**config.mk**
```make
export PLATFORM = sky130hd
export DESIGN_NAME = bidir_hold_xcvr
export DESIGN_NICKNAME = d
export VERILOG_FILES = /design/src/rtl/xcvr_pkg.sv /design/src/rtl/xcvr_ctrl.sv /design/src/rtl/xcvr_lanes.sv /design/src/rtl/bidir_hold_xcvr.sv
export SDC_FILE = /design/constraint.sdc
export NUM_CORES = 1
export LEC_CHECK = 0
export BUFFER_PORTS_ARGS = -buffer_cell sky130_fd_sc_hd__buf_2
export CAP_MARGIN = 20
export CORE_MARGIN = 2
export CORE_UTILIZATION = 40
export DETAILED_ROUTE_END_ITERATION = 8
export PLACE_DENSITY_LB_ADDON = 0.2
export SLEW_MARGIN = 20
export SYNTH_ARGS = -nofsm -noshare
export SYNTH_HDL_FRONTEND = slang
export SYNTH_HIERARCHICAL = 1
export SYNTH_SLANG_ARGS = --single-unit
```
**constraint.sdc**
```tcl
create_clock -name sysClk -period 1.3 [get_ports sysClk]
set_input_delay 0 -clock sysClk [delete_from_list [all_inputs] [get_ports sysClk]]
set_output_delay 0 -clock sysClk [all_outputs]
set_load 0.01 [all_outputs]
```
**src/rtl/xcvr_pkg.sv**
```systemverilog
package xcvr_pkg;
  localparam int unsigned DIR_AB = 0;
  localparam int unsigned DIR_BA = 1;
  localparam int unsigned NUM_DIR = 2;

  typedef struct packed {
    logic [NUM_DIR-1:0] load;   // load request per direction store
    logic [NUM_DIR-1:0] drive;  // drive flag per destination side
  } xcvrStrobe_t;
endpackage

```
**src/rtl/xcvr_ctrl.sv**
```systemverilog
module xcvr_ctrl
  import xcvr_pkg::*;
(
  input  logic        sysClk,
  input  logic        rst,
  input  logic        oeN,
  input  logic        dirAtoB,
  input  logic        latchEn,
  input  logic        clkAtoB,
  input  logic        clkBtoA,
  output xcvrStrobe_t strobe
);
  logic [NUM_DIR-1:0] dirClk;
  logic [NUM_DIR-1:0] prevClk;
  logic [NUM_DIR-1:0] driveQ;
  logic [NUM_DIR-1:0] driveNext;

  assign dirClk[DIR_AB] = clkAtoB;
  assign dirClk[DIR_BA] = clkBtoA;

  // The previous sample tracks the clocks during reset as well, so an edge
  // spanning the end of reset is still recognised.
  always_ff @(posedge sysClk) begin
    prevClk <= dirClk;
  end

  always_comb begin
    driveNext[DIR_AB] = ~oeN & dirAtoB;
    driveNext[DIR_BA] = ~oeN & ~dirAtoB;
  end

  always_ff @(posedge sysClk) begin
    if (rst) driveQ <= '0;
    else     driveQ <= driveNext;
  end

  always_comb begin
    for (int d = 0; d < NUM_DIR; d++) begin
      strobe.load[d] = latchEn | (dirClk[d] & ~prevClk[d]);
    end
    strobe.drive = driveQ;
  end
endmodule

```
**src/rtl/xcvr_lanes.sv**
```systemverilog
module xcvr_lanes
  import xcvr_pkg::*;
#(
  parameter int unsigned W = 8
) (
  input  logic          sysClk,
  input  logic          rst,
  input  xcvrStrobe_t   strobe,
  input  logic [W-1:0]  aIn,
  input  logic [W-1:0]  bIn,
  output logic [W-1:0]  aOut,
  output logic          aDrive,
  output logic [W-1:0]  bOut,
  output logic          bDrive
);
  logic [W-1:0] srcWord [NUM_DIR];
  logic [W-1:0] heldWord[NUM_DIR];

  assign srcWord[DIR_AB] = aIn;
  assign srcWord[DIR_BA] = bIn;

  for (genvar g = 0; g < NUM_DIR; g++) begin : g_store
    always_ff @(posedge sysClk) begin
      if (rst)                heldWord[g] <= '0;
      else if (strobe.load[g]) heldWord[g] <= srcWord[g];
    end
  end

  assign bOut   = heldWord[DIR_AB];
  assign aOut   = heldWord[DIR_BA];
  assign bDrive = strobe.drive[DIR_AB];
  assign aDrive = strobe.drive[DIR_BA];
endmodule

```
**src/rtl/bidir_hold_xcvr.sv**
```systemverilog
module bidir_hold_xcvr
  import xcvr_pkg::*;
#(
  parameter int unsigned W = 8
) (
  input  logic          sysClk,
  input  logic          rst,
  input  logic          oeN,
  input  logic          dirAtoB,
  input  logic          latchEn,
  input  logic          clkAtoB,
  input  logic          clkBtoA,
  input  logic [W-1:0]  aIn,
  input  logic [W-1:0]  bIn,
  output logic [W-1:0]  aOut,
  output logic          aDrive,
  output logic [W-1:0]  bOut,
  output logic          bDrive
);
  xcvrStrobe_t strobe;

  xcvr_ctrl u_ctrl (
    .sysClk (sysClk),
    .rst    (rst),
    .oeN    (oeN),
    .dirAtoB(dirAtoB),
    .latchEn(latchEn),
    .clkAtoB(clkAtoB),
    .clkBtoA(clkBtoA),
    .strobe (strobe)
  );

  xcvr_lanes #(.W(W)) u_lanes (
    .sysClk(sysClk),
    .rst   (rst),
    .strobe(strobe),
    .aIn   (aIn),
    .bIn   (bIn),
    .aOut  (aOut),
    .aDrive(aDrive),
    .bOut  (bOut),
    .bDrive(bDrive)
  );
endmodule

```
==> metrics.txt, run 1 <==
I/O pin total=41; maxcap violations=0; total CTS buffers=3; kind of critical path=flop to flop; syn_area_per_cell=16.9 um^2; Sum Neg Setup Slack=0 ps; vias post-DR=542; Cell Area, Synth=795 um^2; status=finished clean; first-pass GRT wire length=1990 um; YS warnings=6; CTS clk-pin slew, worst paths=110 ps; hold endpoint=u_lanes/heldWord[1][4]$_SDFFCE_PN0P_; top post-synthesis cells by count=edfxtp_1, and3b_1, and3b_2; Synth Instances=47; r2r setup slk=130 ps; pin count of the biggest net entering global routing=21; core area=1920 um^2; vias in the first global route=472; die area=2360 um^2; clk buf depth=2; Initial Utilization=41.3%; Worst-Margin Slew=335 ps; largest fanout on the critical path=8; final instance area=1120 um^2; final net count=119; R2R depth=3; GRT Overall Usage=10.8%; peak supply drop=623 uV; leading area contributor after synthesis=edfxtp_1; ant diodes=0; layout cells sized above 1=58.9%; RSZ-0062 raised after global routing=false; grt total ovfl=0; clock latency on the worst-skew pair=290 ps; Synth Register Bits=20; Die Width=48.6 um; Cell Area, Placed=1020 um^2; post-synthesis sequential area ratio=70.6%; TritonRoute pass-1 iters=4; Max transition margin=77.6%; CTS tree=yes; EDFF count, synth=16; pre-CTS setup slack=142 ps; Site Rows=16; final worst slack=134 ps; Crit path arrival time=1180 ps; # clock sinks=20; # setup viols final=0; DR WL/cell=10.9 um; final wirelength=1330 um; fin crit period=1170 ps; most area-consuming cells after synthesis=edfxtp_1, and3b_2, dfxtp_1; GR Util met3=2.78%; top_reg_cell synth=edfxtp_1; initial antenna violation count=0; startpoint types=flop; Inst Count DP=113; post-DP HPWL=1000 um; count of different cell masters after synthesis=11; CP required=1310 ps; die height=48.6 um; share of the synthesized area in the top cell type=60.5%; gr busiest metal=met2; R2R Path Start=u_ctrl/prevClk[1]$_DFF_P_; worst hold start=bIn[4]; final period utilization=89.7%; Final Non-Filler Cells=122; most common cell in the netlist=edfxtp_1; post-CTS sizing=0; H-tree depth=1; P&R area growth vs syn=40.9%; met1 Use GR=13.4%; Syn Nets=70; pwr/cell area=1250 nW/um^2; Worst Skew=4.86 ps; static leakage=0.584 nW; ys async rst share=0%; Antenna Violating Nets Remaining=0; placer congestion estimate=0.747; final hold slack=23.6 ps; Worst Hold Class=input pin to flop; max-slew violations=0; I/O Buffers=40; drt via density=4.44; Starting DRT DRC Count=5; clk root buf=clkbuf_4; final hold viol count=0; Max Fclk=0.858 GHz; Worst setup EP type=flop; met2 GRT Util=18.8%; drc violations=0; hold depth=2; R2R Path End=u_lanes/heldWord[1][3]$_SDFFCE_PN0P_
==> power breakdown <==
| group | total, mW | internal (mW) | switching [mW] |
|---|---|---|---|
| Sequential | 0.748 | 0.738 | 0.0100 |
| Clock | 0.486 | 0.311 | 0.175 |
| Combinational | 0.165 | 0.0886 | 0.0765 |
==> logic make-up after synthesis <==
family                 synth area share [%]
AOI/OAI and AO/OA                      1.89
buffers and inverters                  4.25
DFF                                    70.6
and+or+nand+nor                        23.3
==> critical path, stage by stage, from the launching register on <==
cell,delay (ps)
dfxtp_1,320
inv_1,40
a21o_1,180
or2_1,350
==> how the worst max path moves through the flow <==
stage	from	depth (start not counted)	slack, ps	end
after detailed placement	u_ctrl/prevClk[1]$_DFF_P_	3	140	u_lanes/heldWord[1][6]$_SDFFCE_PN0P_
after global routing	u_ctrl/prevClk[1]$_DFF_P_	3	60	u_lanes/heldWord[1][2]$_SDFFCE_PN0P_
after global placement	u_ctrl/prevClk[1]$_DFF_P_	3	180	u_lanes/heldWord[1][4]$_SDFFCE_PN0P_
final	u_ctrl/prevClk[1]$_DFF_P_	3	130	u_lanes/heldWord[1][3]$_SDFFCE_PN0P_
after CTS	u_ctrl/prevClk[1]$_DFF_P_	3	130	u_lanes/heldWord[1][2]$_SDFFCE_PN0P_
after floorplan	u_ctrl/prevClk[1]$_DFF_P_	3	160	u_lanes/heldWord[1][0]$_SDFFCE_PN0P_
==> flip-flops by register name (all words and copies together) (netlist names) <==
| name | flops |
|---|---|
| u_lanes/heldWord | 16 |
| u_ctrl/driveQ | 2 |
| u_ctrl/prevClk | 2 |
==> placed cells by master (no fill, tap or decap) <==
| cell type | count |
|---|---|
| a21o_1 | 2 |
| and3b_1 | 8 |
| and3b_2 | 8 |
| buf_2 | 40 |
| buf_4 | 2 |
| bufinv_16 | 1 |
| clkbuf_4 | 3 |
| dfxtp_1 | 4 |
| dlygate4sd3_1 | 5 |
| edfxtp_1 | 16 |
| inv_1 | 2 |
| nor3_2 | 1 |
| nor3b_2 | 1 |
| or2_1 | 2 |
==> layout make-up <==
| class | count | area, um^2 |
|---|---|---|
| Sequential cell | 20 | 561 |
| Multi-Input combinational cell | 22 | 200 |
| Clock buffer | 3 | 22.5 |
| Timing Repair Buffer | 47 | 265 |
| Inverter | 2 | 7.51 |
| Fill cell | 167 | 802 |
| Clock inverter | 1 | 30.0 |
| Tap cell | 27 | 33.8 |
==> per-layer routing <==
layer	vias to the layer above	share of wire, %
met2	20	50
met1	252	44
met4	0	0.60
met5	-	0
met3	2	5.0
li1	268	-
==> through the flow <==
stage | util [%] | total power [mW]
global placement | 52.9 | 0.917
CTS | 58.3 | 1.41
finish | 58.3 | 1.40
global route | 58.3 | 1.45
detailed placement | 52.9 | 0.920
floorplan | - | 0.837
==> timing repair <==
action / in CTS / in global routing
hold endpoints to repair: 4 / 0
hold buffers: 5 / 0
buffers inserted: 0 / 0
endpoints found under the setup margin: 0 / 0
No activity file was read; power rests on OpenSTA's default activity.
==> run 2, diff against run 1 <==
--- a/config.mk
+++ b/config.mk
@@ -10,7 +10,7 @@
 export CORE_MARGIN = 2
 export CORE_UTILIZATION = 40
 export DETAILED_ROUTE_END_ITERATION = 8
-export PLACE_DENSITY_LB_ADDON = 0.2
+export PLACE_DENSITY = 0.72
 export SLEW_MARGIN = 20
 export SYNTH_ARGS = -nofsm -noshare
 export SYNTH_HDL_FRONTEND = slang
==> metrics.txt, run 2 (synthesis gave the netlist of run 1 again) <==
status=finished clean; total CTS buffers=3 (unchanged); Multi-input gate area=200 um^2 (unchanged); Site Rows=16 (unchanged); pin count of the biggest net entering global routing=14 (-33%); startpoint types=input pin; CP required=1310 ps (about the same); Crit path arrival time=1160 ps (-20 ps); grt total ovfl=0 (unchanged); TritonRoute pass-1 iters=3 (-1); die height=48.6 um (unchanged); initial antenna violation count=0 (unchanged); Critical Path Sink=u_lanes/heldWord[1][4]$_SDFFCE_PN0P_; post-CTS setup buffer count=0 (unchanged); largest fanout on the critical path=8 (unchanged); Worst Hold Class=input pin to flop; Initial Utilization=41.3% (unchanged); static leakage=0.577 nW (-1.3%); vias post-DR=520 (-4.1%); Final Util=57.3% (-0.98 points); register area=561 um^2 (unchanged); most frequent cells in the layout=buf_2, edfxtp_1, and3b_1, and3b_2, dlygate4sd3_1; R2R Path Start=u_ctrl/prevClk[1]$_DFF_P_; RSZ-0062 raised after global routing=false; final wirelength=1240 um (-7.0%); hold buffer count at CTS=5 (unchanged); number of flip-flops under the largest register name=16 (unchanged); final net count=120 (+0.84%); CP Buf/Inv Count=2 (+1); vias in the first global route=493 (+4.4%); drc violations=0 (unchanged); R2R depth=3 (unchanged); layout cells sized above 1=58.3% (-0.61 points); peak supply drop=646 uV (+3.7%); placer congestion estimate=0.668 (-11%); r2r setup slk=150 ps (about the same); Max transition margin=78.2% (+0.59 points); Most flops, register=u_lanes/heldWord; CTS tree=yes; Top Registers=u_lanes/heldWord (16), u_ctrl/driveQ (2), u_ctrl/prevClk (2); instance count on the critical path=4 (+1); Filler cells=188 (+13%); Sum Neg Setup Slack=0 ps (unchanged); # setup viols final=0 (unchanged); DR WL/cell=10.1 um (-7.7%); Worst-Margin Slew=327 ps (-8.83 ps); first-pass GRT wire length=2010 um (+1.4%); H-tree depth=1 (unchanged); Antenna Violating Nets Remaining=0 (unchanged); Slowest-stage cell, CP=dlygate4sd3_1; core area=1920 um^2 (unchanged); GRT Overall Usage=11.3% (+0.53 points); drt via density=4.23 (-4.8%); post-CTS sizing=0 (unchanged); CP delay by family, top=buffers and inverters; Worst setup EP type=flop; # clock sinks=20 (unchanged); I/O Buffers=40 (unchanged); Die Width=48.6 um (unchanged); CTS clk-pin slew, worst paths=110 ps (about the same); P&R area growth vs syn=38.6%; kind of critical path=input pin to flop; crit-path max cell delay=530 ps (+180 ps); R2R Path End=u_lanes/heldWord[1][4]$_SDFFCE_PN0P_; final hold viol count=0 (unchanged); pwr/cell area=1080 nW/um^2 (-14%); die area=2360 um^2 (unchanged); worst setup path startpoint=clkBtoA; I/O pin total=41 (unchanged); final period utilization=88.8% (-0.85 points); clk root buf=clkbuf_4; ant diodes=0 (unchanged); fin crit period=1150 ps (-11.0 ps); Worst Skew=6.42 ps (+1.56 ps); final worst slack=145 ps (+11.0 ps); CP cell instances=dlygate4sd3_1, buf_2, a21o_1, or2_1; clock latency on the worst-skew pair=280 ps (about the same); max-slew violations=0 (unchanged); Starting DRT DRC Count=4 (-1); Max Fclk=0.866 GHz (+0.96%); clk buf depth=2 (unchanged); maxcap violations=0 (unchanged); post-DP HPWL=975 um (-2.5%); pre-CTS setup slack=161 ps (+18.6 ps); commonest non-fill, non-tap cell in the layout=buf_2
-- run 2: changes by cell type in the layout (fill, tap and decap cells not counted), sizes merged --
cell	delta
clkinv	+1
bufinv	-1
buf	+1
-- run 2: cell type report --
| cell class | count | share of cell area [%] |
|---|---|---|
| multi-input combinational | 22 | 18.2 |
| tap | 27 | 3.07 |
| timing repair buffer | 48 | 24.8 |
| inverter | 2 | 0.682 |
| clock inverter | 1 | 0.341 |
| clock buffer | 3 | 2.05 |
| sequential | 20 | 50.9 |
-- run 2: how the worst min path moves through the flow --
stage          cells after the start  slack (ps)     from                              endpoint
6_report                           2          10      rst           u_ctrl/driveQ[0]$_SDFF_PP0_
5_1_grt                            2          10   bIn[2]  u_lanes/heldWord[1][2]$_SDFFCE_PN0P_
4_1_cts                            2          10      rst           u_ctrl/driveQ[0]$_SDFF_PP0_
3_5_place_dp                       1         120  clkAtoB             u_ctrl/prevClk[0]$_DFF_P_
3_3_place_gp                       1         120  clkBtoA             u_ctrl/prevClk[1]$_DFF_P_
2_1_floorplan                      0          30  clkAtoB             u_ctrl/prevClk[0]$_DFF_P_
-- run 2: where the power goes --
part	internal (mW)	leakage, nW	switching (mW)	total, mW
logic	0.0906	0.348	0.0760	0.167
registers	0.738	0.213	0.00820	0.746
clock network	0.111	0.0154	0.166	0.277
total	0.940	0.577	0.250	1.19
-- run 2: metrics by stage --
step	instances	power, mW	hold slack, ps	instance area [um^2]
6_report	123	1.19	10.1	1100
5_1_grt	123	1.25	15.0	1100
3_3_place_gp	114	0.915	122	1020
3_5_place_dp	114	0.920	122	1020
2_1_floorplan	47	0.837	27.7	795
4_1_cts	123	1.20	14.5	1100
-- run 2: per-layer routing --
metal | GRT usage (%) | wire length, um
met3 | 2.47 | 48
met4 | 7.14 | 19
met5 | 0 | 0
met2 | 20.4 | 689
met1 | 11.9 | 482
==> run 3, diff against run 2 <==
--- a/config.mk
+++ b/config.mk
@@ -9,7 +9,9 @@
 export CAP_MARGIN = 20
 export CORE_MARGIN = 2
 export CORE_UTILIZATION = 40
+export CTS_BUF_LIST = sky130_fd_sc_hd__clkbuf_2
 export DETAILED_ROUTE_END_ITERATION = 8
+export GPL_TIMING_DRIVEN = 0
 export PLACE_DENSITY = 0.72
 export SLEW_MARGIN = 20
 export SYNTH_ARGS = -nofsm -noshare
==> metrics.txt, run 3 (synthesis gave the netlist of run 1 again) <==
status=finished clean; TritonRoute pass-1 iters=3 (unchanged); clock latency on the worst-skew pair=280 ps (about the same); I/O pin total=41 (unchanged); Final Util=60.5% (+3.3 points); P&R area growth vs syn=46.5%; DR WL met2=791 um (+15%); Most flops, register=u_lanes/heldWord; kind of critical path=flop to flop; r2r setup slk=130 ps (-20 ps); Cell Area, Placed=1030 um^2 (+0.37%); clk root buf=clkbuf_2; post-CTS setup buffer count=0 (unchanged); Worst setup EP type=flop; startpoint types=flop; Top Registers=u_lanes/heldWord (16), u_ctrl/driveQ (2), u_ctrl/prevClk (2); peak supply drop=620 uV (-4.0%); post-DP HPWL=975 um (about the same); final worst slack=125 ps (-20.0 ps); total CTS buffers=3 (unchanged); drt via density=4.20 (-0.62%); layout cells sized above 1=57.8% (-0.49 points); most frequent cells in the layout=buf_2, edfxtp_1, dlygate4sd3_1; # setup viols final=0 (unchanged); Initial Utilization=41.3% (unchanged); final period utilization=90.4% (+1.5 points); clk buf depth=2 (unchanged); vias post-DR=542 (+4.2%); Site Rows=16 (unchanged); final wirelength=1390 um (+12%); pin count of the biggest net entering global routing=12 (-2); Worst Skew=7.82 ps (+1.41 ps); CP required=1350 ps (+40 ps); Worst Hold Class=input pin to flop; CTS clk-pin slew, worst paths=170 ps (+60 ps); first-pass GRT wire length=2030 um (+0.70%); pre-CTS setup slack=64.7 ps (-96.4 ps); Starting DRT DRC Count=10 (+6); # clock sinks=20 (unchanged); ant diodes=0 (unchanged); met3 WL post-DR=28 um (-42%); final hold viol count=0 (unchanged); I/O Buffers=40 (unchanged); Crit path arrival time=1230 ps (+70 ps); number of flip-flops under the largest register name=16 (unchanged); Worst-Margin Slew=227 ps (-99.2 ps); WL met1=539 um (+12%); Max transition margin=84.8% (+6.6 points); CTS tree=yes; static leakage=0.611 nW (+5.9%); Sum Neg Setup Slack=0 ps (unchanged); initial antenna violation count=0 (unchanged); drc violations=0 (unchanged); H-tree depth=1 (unchanged); vias in the first global route=489 (-0.81%); placer congestion estimate=0.620 (-7.2%); core area=1920 um^2 (unchanged); RSZ-0062 raised after global routing=false; Die Width=48.6 um (unchanged); maxcap violations=0 (unchanged); final net count=126 (+5.0%); fin crit period=1170 ps (+20.0 ps); largest fanout on the critical path=9 (+1); Max Fclk=0.851 GHz (-1.7%); commonest non-fill, non-tap cell in the layout=buf_2; GRT Overall Usage=11.7% (+0.37 points); final instance area=1160 um^2 (+5.7%); grt total ovfl=0 (unchanged); die area=2360 um^2 (unchanged); Top Metal Used=met4; Antenna Violating Nets Remaining=0 (unchanged); pwr/cell area=1010 nW/um^2 (-6.6%); DR WL/cell=10.7 um (+6.6%); final hold slack=23.8 ps (+13.7 ps); die height=48.6 um (unchanged); max-slew violations=0 (unchanged)
-- run 3: layout make-up --
| class | count | area [um^2] |
|---|---|---|
| inverters | 2 | 7.51 |
| plain buffers | 3 | 26.3 |
| fillers | 173 | 758 |
| well taps | 27 | 33.8 |
| flip-flops and latches | 20 | 561 |
| clock buffers | 4 | 20.0 |
| multi-input cells | 22 | 205 |
| repair buffers | 51 | 310 |
-- run 3: power by group --
group / internal (mW) / total [mW] / switching (mW)
Combinational: 0.103 / 0.183 / 0.0792
Clock: 0.0816 / 0.245 / 0.163
Sequential: 0.738 / 0.747 / 0.00889
Total: 0.923 / 1.17 / 0.251
-- run 3: worst paths after layout --
kind / start / to / depth (start not counted)
setup / recovery: u_ctrl/prevClk[1]$_DFF_P_ / u_lanes/heldWord[1][2]$_SDFFCE_PN0P_ / 3
hold / removal: bIn[6] / u_lanes/heldWord[1][6]$_SDFFCE_PN0P_ / 2
setup reg to reg: u_ctrl/prevClk[1]$_DFF_P_ / u_lanes/heldWord[1][2]$_SDFFCE_PN0P_ / 3
hold reg to reg: u_ctrl/prevClk[1]$_DFF_P_ / u_lanes/heldWord[1][5]$_SDFFCE_PN0P_ / 3
-- run 3: worst max-delay path, cell delays in order (launching register included) --
cell and delay, ps:
dfxtp_1 340, inv_1 30, a21o_1 240, or2_4 330
-- run 3: routing by layer --
layer	track usage [%]	vias to the layer above
met4	8.57	0
met3	1.85	2
li1	-	281
met5	0	-
met1	12.9	245
met2	20.4	14
-- run 3: metrics by stage --
step                instances  power, mW
CTS                       124       1.17
finish                    129       1.17
global placement          114      0.912
detailed placement        114      0.919
global route              129       1.23
floorplan                  47      0.837
-- run 3: what timing repair did --
action / 4_1_cts / 5_1_grt
endpoints found under the setup margin: 0 / 16
endpoints found under the hold margin: 4 / 5
hold buffers: 6 / 5
gates resized for setup: 0 / 2
